## src/rtl/ddm_pkg.sv

```systemverilog
package ddm_pkg;

   typedef enum logic [2:0] {
      ST_IDLE,
      ST_PREP,
      ST_EXAM,
      ST_ADD1,
      ST_ADD2,
      ST_FIN
   } seq_state_t;

   typedef struct packed {
      logic en;
      logic sub;
   } step_op_t;

endpackage

```

## src/rtl/ddm_recoder.sv

```systemverilog
module ddm_recoder
   import ddm_pkg::*;
(
   input  logic     cur_bit_i,
   input  logic     prev_bit_i,
   input  logic     sgn_i,
   output step_op_t op_o
);

   always_comb begin
      if (sgn_i) begin
         op_o.en  = cur_bit_i ^ prev_bit_i;
         op_o.sub = cur_bit_i & ~prev_bit_i;
      end else begin
         op_o.en  = cur_bit_i;
         op_o.sub = 1'b0;
      end
   end

endmodule

```

## src/rtl/ddm_sequencer.sv

```systemverilog
module ddm_sequencer
   import ddm_pkg::*;
#(
   parameter int WIDTH       = 16,
   parameter int BASE_CYCLES = 38,
   parameter int CW          = 7
) (
   input  logic          clk,
   input  logic          rst_n,
   input  logic          start_i,
   input  step_op_t      op_i,
   output logic          busy_o,
   output logic          done_o,
   output logic          load_o,
   output logic          stage_o,
   output logic          step_o,
   output logic          commit_o,
   output logic          finish_o,
   output logic [CW-1:0] cycles_o
);

   localparam int PREP_LEN = BASE_CYCLES - WIDTH - 1;
   localparam int PW       = (PREP_LEN > 1) ? $clog2(PREP_LEN) : 1;
   localparam int IW       = (WIDTH > 1) ? $clog2(WIDTH) : 1;
   localparam logic [PW-1:0] PREP_LAST = PW'(PREP_LEN - 1);
   localparam logic [IW-1:0] IDX_LAST  = IW'(WIDTH - 1);
   localparam logic [CW-1:0] BASE_C    = CW'(BASE_CYCLES);
   localparam logic [CW-1:0] MAX_C     = CW'(BASE_CYCLES + 2 * WIDTH);
   localparam logic          BASE_LSB  = BASE_C[0];

   seq_state_t    state_q;
   logic [PW-1:0] prep_q;
   logic [IW-1:0] idx_q;
   logic [CW-1:0] run_q;
   logic [CW-1:0] cycles_q;
   logic          done_q;

   assign busy_o   = (state_q != ST_IDLE);
   assign load_o   = (state_q == ST_IDLE) && start_i;
   assign stage_o  = (state_q == ST_ADD1);
   assign commit_o = (state_q == ST_ADD2);
   assign step_o   = commit_o || ((state_q == ST_EXAM) && !op_i.en);
   assign finish_o = (state_q == ST_FIN);
   assign done_o   = done_q;
   assign cycles_o = cycles_q;

   always_ff @(posedge clk or negedge rst_n) begin
      if (!rst_n) begin
         state_q  <= ST_IDLE;
         prep_q   <= '0;
         idx_q    <= '0;
         run_q    <= '0;
         cycles_q <= '0;
         done_q   <= 1'b0;
      end else begin
         done_q <= 1'b0;
         if (load_o) begin
            run_q <= CW'(1);
         end else if (busy_o) begin
            run_q <= run_q + CW'(1);
         end
         case (state_q)
            ST_IDLE: begin
               if (start_i) begin
                  state_q <= ST_PREP;
                  prep_q  <= PREP_LAST;
               end
            end
            ST_PREP: begin
               if (prep_q == '0) begin
                  state_q <= ST_EXAM;
                  idx_q   <= '0;
               end else begin
                  prep_q <= prep_q - PW'(1);
               end
            end
            ST_EXAM: begin
               if (op_i.en) begin
                  state_q <= ST_ADD1;
               end else if (idx_q == IDX_LAST) begin
                  state_q <= ST_FIN;
               end else begin
                  idx_q <= idx_q + IW'(1);
               end
            end
            ST_ADD1: begin
               state_q <= ST_ADD2;
            end
            ST_ADD2: begin
               if (idx_q == IDX_LAST) begin
                  state_q <= ST_FIN;
               end else begin
                  state_q <= ST_EXAM;
                  idx_q   <= idx_q + IW'(1);
               end
            end
            ST_FIN: begin
               state_q  <= ST_IDLE;
               done_q   <= 1'b1;
               cycles_q <= run_q;
            end
            default: state_q <= ST_IDLE;
         endcase
      end
   end

   // an arithmetic step always occupies two consecutive cycles
   p_add_pair_r2: assert property (@(posedge clk) disable iff (!rst_n)
      (state_q == ST_ADD1) |=> (state_q == ST_ADD2));

   // completion is a single-cycle pulse
   p_done_pulse_r2: assert property (@(posedge clk) disable iff (!rst_n)
      done_o |=> !done_o);

   // reported count lies within base .. base+2*WIDTH and has base parity
   p_count_range_r8: assert property (@(posedge clk) disable iff (!rst_n)
      done_o |-> ((cycles_o >= BASE_C) && (cycles_o <= MAX_C) && (cycles_o[0] == BASE_LSB)));

   // busy only rises after an accepted start
   p_busy_from_start_r1: assert property (@(posedge clk) disable iff (!rst_n)
      $rose(busy_o) |-> $past(start_i));

endmodule

```

## src/rtl/ddm_datapath.sv

```systemverilog
module ddm_datapath
   import ddm_pkg::*;
#(
   parameter int WIDTH = 16
) (
   input  logic               clk,
   input  logic               rst_n,
   input  logic               busy_i,
   input  logic               load_i,
   input  logic               stage_i,
   input  logic               step_i,
   input  logic               commit_i,
   input  logic               finish_i,
   input  step_op_t           op_i,
   input  logic [WIDTH-1:0]   mcand_i,
   input  logic [WIDTH-1:0]   mplier_i,
   input  logic               signed_i,
   output logic               cur_bit_o,
   output logic               prev_bit_o,
   output logic               sgn_o,
   output logic [2*WIDTH-1:0] prod_o
);

   localparam int DW = 2 * WIDTH;
   localparam logic [DW-1:0] ONE_D = DW'(1);

   logic [DW-1:0]    mcand_ext;
   logic [DW-1:0]    mcand_q;
   logic [DW-1:0]    addend_q;
   logic [DW-1:0]    acc_q;
   logic [DW-1:0]    prod_q;
   logic [WIDTH-1:0] mplier_q;
   logic             prev_q;
   logic             sgn_q;

   assign mcand_ext[WIDTH-1:0] = mcand_i;
   for (genvar g = WIDTH; g < DW; g++) begin : g_ext
      assign mcand_ext[g] = signed_i & mcand_i[WIDTH-1];
   end

   assign cur_bit_o  = mplier_q[0];
   assign prev_bit_o = prev_q;
   assign sgn_o      = sgn_q;
   assign prod_o     = prod_q;

   always_ff @(posedge clk or negedge rst_n) begin
      if (!rst_n) begin
         mcand_q  <= '0;
         addend_q <= '0;
         acc_q    <= '0;
         prod_q   <= '0;
         mplier_q <= '0;
         prev_q   <= 1'b0;
         sgn_q    <= 1'b0;
      end else begin
         if (load_i) begin
            mcand_q  <= mcand_ext;
            mplier_q <= mplier_i;
            prev_q   <= 1'b0;
            acc_q    <= '0;
            sgn_q    <= signed_i;
         end else begin
            if (stage_i) begin
               addend_q <= op_i.sub ? (~mcand_q + ONE_D) : mcand_q;
            end
            if (step_i) begin
               mcand_q  <= {mcand_q[DW-2:0], 1'b0};
               prev_q   <= mplier_q[0];
               mplier_q <= {1'b0, mplier_q[WIDTH-1:1]};
               if (commit_i) begin
                  acc_q <= acc_q + addend_q;
               end
            end
         end
         if (finish_i) begin
            prod_q <= acc_q;
         end
      end
   end

   // operating mode is frozen for the whole run
   p_mode_frozen_r7: assert property (@(posedge clk) disable iff (!rst_n)
      (busy_i && !load_i) |=> $stable(sgn_q));

   // visible product only moves at the completion edge
   p_hold_result_r9: assert property (@(posedge clk) disable iff (!rst_n)
      !finish_i |=> $stable(prod_q));

endmodule

```

## src/rtl/dd_seq_mult.sv

```systemverilog
module dd_seq_mult
   import ddm_pkg::*;
#(
   parameter int WIDTH       = 16,
   parameter int BASE_CYCLES = 38,
   parameter int CW          = $clog2(BASE_CYCLES + 2 * WIDTH + 1)
) (
   input  logic               clk,
   input  logic               rst_n,
   input  logic               start_i,
   input  logic [WIDTH-1:0]   mcand_i,
   input  logic [WIDTH-1:0]   mplier_i,
   input  logic               signed_i,
   output logic               busy_o,
   output logic               done_o,
   output logic [2*WIDTH-1:0] prod_o,
   output logic [CW-1:0]      cycles_o
);

   if (WIDTH < 2) begin : g_bad_width
      $error("dd_seq_mult: WIDTH must be at least 2");
   end
   if (BASE_CYCLES < WIDTH + 2) begin : g_bad_base
      $error("dd_seq_mult: BASE_CYCLES must be at least WIDTH + 2");
   end
   if ((1 << CW) <= BASE_CYCLES + 2 * WIDTH) begin : g_bad_cw
      $error("dd_seq_mult: CW too narrow for the longest run");
   end

   step_op_t op;
   logic     cur_bit, prev_bit, sgn;
   logic     load, stage, step, commit, finish;

   ddm_recoder u_rec (
      .cur_bit_i  (cur_bit),
      .prev_bit_i (prev_bit),
      .sgn_i      (sgn),
      .op_o       (op)
   );

   ddm_sequencer #(
      .WIDTH       (WIDTH),
      .BASE_CYCLES (BASE_CYCLES),
      .CW          (CW)
   ) u_seq (
      .clk      (clk),
      .rst_n    (rst_n),
      .start_i  (start_i),
      .op_i     (op),
      .busy_o   (busy_o),
      .done_o   (done_o),
      .load_o   (load),
      .stage_o  (stage),
      .step_o   (step),
      .commit_o (commit),
      .finish_o (finish),
      .cycles_o (cycles_o)
   );

   ddm_datapath #(
      .WIDTH (WIDTH)
   ) u_dp (
      .clk        (clk),
      .rst_n      (rst_n),
      .busy_i     (busy_o),
      .load_i     (load),
      .stage_i    (stage),
      .step_i     (step),
      .commit_i   (commit),
      .finish_i   (finish),
      .op_i       (op),
      .mcand_i    (mcand_i),
      .mplier_i   (mplier_i),
      .signed_i   (signed_i),
      .cur_bit_o  (cur_bit),
      .prev_bit_o (prev_bit),
      .sgn_o      (sgn),
      .prod_o     (prod_o)
   );

   // completion coincides with the end of busy
   p_done_ends_busy_r1: assert property (@(posedge clk) disable iff (!rst_n)
      done_o |-> (!busy_o && $past(busy_o)));

   // subtraction steps only arise from signed recoding
   p_sub_signed_only_r4: assert property (@(posedge clk) disable iff (!rst_n)
      (busy_o && op.sub) |-> (sgn && op.en));

endmodule

```

## config.mk

```make
export PLATFORM = sky130hd
export DESIGN_NAME = dd_seq_mult
export DESIGN_NICKNAME = d
export VERILOG_FILES = /design/src/rtl/ddm_pkg.sv /design/src/rtl/ddm_recoder.sv /design/src/rtl/ddm_sequencer.sv /design/src/rtl/ddm_datapath.sv /design/src/rtl/dd_seq_mult.sv
export SDC_FILE = /design/constraint.sdc
export NUM_CORES = 1
export LEC_CHECK = 0
export BUFFER_PORTS_ARGS = -buffer_cell sky130_fd_sc_hd__buf_2
export CAP_MARGIN = 20
export CORE_ASPECT_RATIO = 1.1
export CORE_MARGIN = 2
export CORE_UTILIZATION = 30
export DETAILED_ROUTE_END_ITERATION = 8
export PLACE_DENSITY_LB_ADDON = 0.08
export REMOVE_ABC_BUFFERS = 1
export SLEW_MARGIN = 20
export SYNTH_ARGS = -nofsm -noshare
export SYNTH_HDL_FRONTEND = slang
export SYNTH_HIERARCHICAL = 1
export SYNTH_SLANG_ARGS = --single-unit
```

## constraint.sdc

```tcl
create_clock -name clk -period 4.2 [get_ports clk]
set_input_delay 0.42 -clock clk [delete_from_list [all_inputs] [get_ports clk]]
set_output_delay 0.42 -clock clk [all_outputs]
set_load 0.005 [all_outputs]
```

==> results.md <==
Logic synthesis:
- The most common cell in the netlist is dfrtp_1.
- The area fraction of the dominant cell type after synthesis is between 40% and 50%.
- The synthesized area divided by synthesized cell count is ~10 µm².
- The part of the Yosys area used for sequential elements is between 40% and 50%.
- The synthesized instance count is 950.
- The synthesized design contains 0 enable-type register cells.
- The summed instance area of the synthesized netlist is slightly above 9000 µm².
- The predominant post-synthesis flop cell is dfrtp_1.
- During synthesis, Yosys emitted a total of 6 warnings.
- The largest total area in the synthesized netlist belongs to dfrtp_1.
- After synthesis, the most frequently instantiated cells are dfrtp_1 (173), nand2_1 (137), o21ai_0 (127).
- The fraction of registers with async set/reset is between 90% and 100%.
- Counting distinct cell types in the post-synthesis netlist gives 71.
- The register bit count reported by yosys is roughly 170.
- By area the synthesized netlist is led by dfrtp_1 (46%), o21ai_0 (6.8%), nand2_1 (5.5%).

Timing:
- The ratio of final minimum period to clock period is ~78%.
- The post-route worst setup slack is roughly 0.94 ns.
- The total negative setup slack is 0 ns.
- Setup repair after global routing left no endpoint under its margin.
- Clock skew on the completed layout was measured at 0.0119 ns.
- The worst pin sits at a relative slew slack of between 40% and 50%.
- Setup violations remaining at the end of the flow were counted as 0.
- For the pin with the worst max-slew slack, the measured transition is around 0.84 ns.
- The hold violation total from the final report was 0.
- The post-route minimum period is 3.26 ns.
- Hold timing on the final database bottoms out at a slack of around 0.094 ns.
- The total count of max-transition violations in the final report is 0.
- Timing would allow up to approximately 310 MHz.

Route:
- The total wire length after detailed routing is 21,600 µm.
- In this run, the number of DRC markers left after iteration 0 of detailed routing was 396.
- In the final routed layout, each cell accounts on average for 15.1 µm.
- The count of nets left with antenna violations once routing finished came out at 0.
- The pre-antenna-repair detailed-routing pass consisted of 4 iterations.
- The number of remaining DRC errors is 0.
- The number of vias per cell after detailed routing is between 4 and 5.
- The detailed router placed 6,805 vias in this run.

Clocking:
- The count of clock tree sinks is ~170.
- The clock transition at the registers of the reported paths is around 0.070 ns.
- The number of setup buffers added after CTS is 0.
- The H-tree was split into 4 levels.
- TritonCTS built the clock tree.
- After clock tree synthesis, the repair step resized 0 gates.
- After clock tree synthesis, the flow added hold-fix buffers numbering 0.
- The number of clock buffers added by TritonCTS is 17.
- The clock insertion delay at the later pin of the skew report is 0.43 ns.
- The clock tree root buffer cell is clkbuf_16.
- The maximum number of buffers from clock root to sink is 2.

Floorplanning:
- The placeable core area is 30,500 µm².
- In this run the count of I/O pins placed on the die edge is 77.
- The die area is about 33,000 µm².
- The width of the die is approximately 170 µm.
- The height of the die is roughly 190 µm.
- The floorplan has 67 rows.
- The initial utilization of the core area, before any placement, comes to a little under a third.

Critical path:
- Along the worst path, the maximum fanout reaches 4.
- The setup path with the least slack is of type register to register.
- The signal on the critical path passes through ha_1 -> inv_1 -> fa_1 -> nor2b_1 -> o21ai_0 -> a21boi_0 -> o41a_1 -> o21ai_0 -> a21oi_1 -> o211a_1 -> or3_1 -> a32o_1.
- Data on the critical path is required at its endpoint by about 4.5 ns.
- The startpoint identified for the worst register-to-register timing path is u_dp/acc_q[0].
- In this run the critical register-to-register path is captured at u_dp/acc_q[26].
- The cell repeated most along the worst path is o21ai_0.
- The element type at the critical path start is a register.
- In this design, the stage delay of the slowest critical-path cell is around 0.44 ns.
- The depth of the worst register-to-register path is 12.
- The worst setup path is captured at a register.
- The setup check on the worst reg-to-reg path leaves a slack of roughly 0.94 ns.
- The critical path's slowest cell is o41a_1.
- For the worst setup path, the data arrival time is roughly 3.6 ns.

Run status:
- The flow ran to the end, and the final reports show no timing, DRC or antenna violations.

Placement:
- The placed instance area is roughly 10,000 µm².
- The sum of net half-perimeters after detailed placement is around 15,000 µm.
- The number of buffers inserted by port buffering is 76.
- The placer's final routability congestion estimate is 0.809.
- The setup slack after placement is 0.931 ns.

Global route:
- The largest net degree at the start of global routing is roughly 100.
- The total overflow left after global routing is 0.
- The initial antenna violation count was 0.
- The first-pass GRT wire length is around 37,000 µm.
- The via count of the first global-routing pass is between 6,000 and 7,000.
- Global routing used about 14% of the available tracks across all layers.

Power and ir drop:
- The leakage power of the design is 4.78 nW.
- The total power consumption of the routed design is ~3.5 mW.
- VDD sags by at most approximately 0.00021 V.
- The total power divided by cell area is between 300 and 400 nW/µm².

Min path:
- The tightest min-delay check is of the primary input to async pin type.

Cells and area:
- The post-synthesis to final-layout area growth is 14.8%.
- The ratio of cells with drive above 1 in the final layout is ~17%.
- After routing the design area is approximately 11,000 µm².
- For this run, the post-layout net count is about 1,100.

Job:
- The number of maximum-capacitance violations is 0.
## worst max-delay path, delay by kind of cell, from the launching register on
family	cells	cell delay (ns)
compound gates	7	1.89
fa+ha+maj	2	0.41
flops	1	0.40
simple gates	2	0.36
buf+inv	1	0.07
## kinds of logic (layout without fill, tap and decap cells)
family	Yosys count	count (layout)	share of synthesized area (%)
adders and majority gates	37	37	5.04
AOI/OAI and AO/OA	266	266	17.4
DFF	173	173	46.4
and+or+nand+nor	258	258	13.6
buffers and inverters	82	148	3.49
muxes	75	75	8.57
other	0	1	0
xor gates and xnor gates	59	59	5.54
## area by class of cell
type | count | area (µm²)
antenna | 1 | 2.50
clock inverter | 10 | 140
multi-input combinational | 695 | 4680
timing repair buffer | 83 | 454
fill | 3214 | 19800
tap | 414 | 518
clock buffer | 21 | 460
inverter | 34 | 128
sequential | 173 | 4330
## layout by cell type (no fill, tap or decap), types with 9 or more instances in the layout
| cell | synthesis | layout |
|---|---|---|
| o31ai_1 | 10 | 10 |
| o21ai_0 | 127 | 127 |
| ha_1 | 36 | 36 |
| o22a_1 | 17 | 17 |
| mux2i_1 | 36 | 36 |
| a21o_1 | 14 | 14 |
| buf_2 | 2 | 75 |
| inv_1 | 33 | 32 |
| a21oi_1 | 49 | 48 |
| clkbuf_16 | 0 | 17 |
| xnor2_1 | 34 | 34 |
| nor2_1 | 31 | 31 |
| nor3_1 | 9 | 9 |
| dfrtp_1 | 173 | 173 |
| nand2_1 | 137 | 137 |
| nand3_1 | 15 | 15 |
| mux2_2 | 39 | 39 |
| xor2_1 | 25 | 25 |
## report_power, final
part	switching, mW	internal (mW)
Clock	0.663	0.965
Sequential	0.0342	1.70
Combinational	0.0628	0.0368
Total	0.760	2.70
## worst max-delay path by stage
stage / start / to / depth (start not counted)
CTS: u_dp/addend_q[0] / u_dp/acc_q[26] / 12
global placement: u_dp/mcand_q[5] / u_dp/addend_q[31] / 9
detailed placement: u_dp/addend_q[0] / u_dp/acc_q[26] / 12
floorplan: u_seq/state_q[0] / u_dp/addend_q[10] / 5
global route: u_dp/addend_q[0] / u_dp/acc_q[26] / 12
finish: u_dp/acc_q[0] / u_dp/acc_q[26] / 12
## registers in the layout (all words and copies together) (netlist names)
name and cells:
u_dp/acc_q 32, u_dp/addend_q 32, u_dp/mcand_q 32, u_dp/mplier_q 16
u_dp/prev_bit_o 1, u_dp/prod_o 32, u_dp/sgn_o 1, u_seq/cycles_o 7
u_seq/done_o 1, u_seq/idx_q 4, u_seq/prep_q 5, u_seq/run_q 7
u_seq/state_q 3
## routing by layer
metal / wire length, µm / global-route usage [%]
met3: 655 / 2.63
met5: 0 / 0
met1: 11200 / 21.1
met4: 198 / 3.59
met2: 9450 / 21.0
## per-stage QoR
stage	std cells	utilization (%)
floorplan	902	-
global placement	1399	33.1
detailed placement	1399	33.1
CTS	1430	35.1
global route	1430	35.1
finish	1431	35.1
Power figures use the tool's default switching activity.
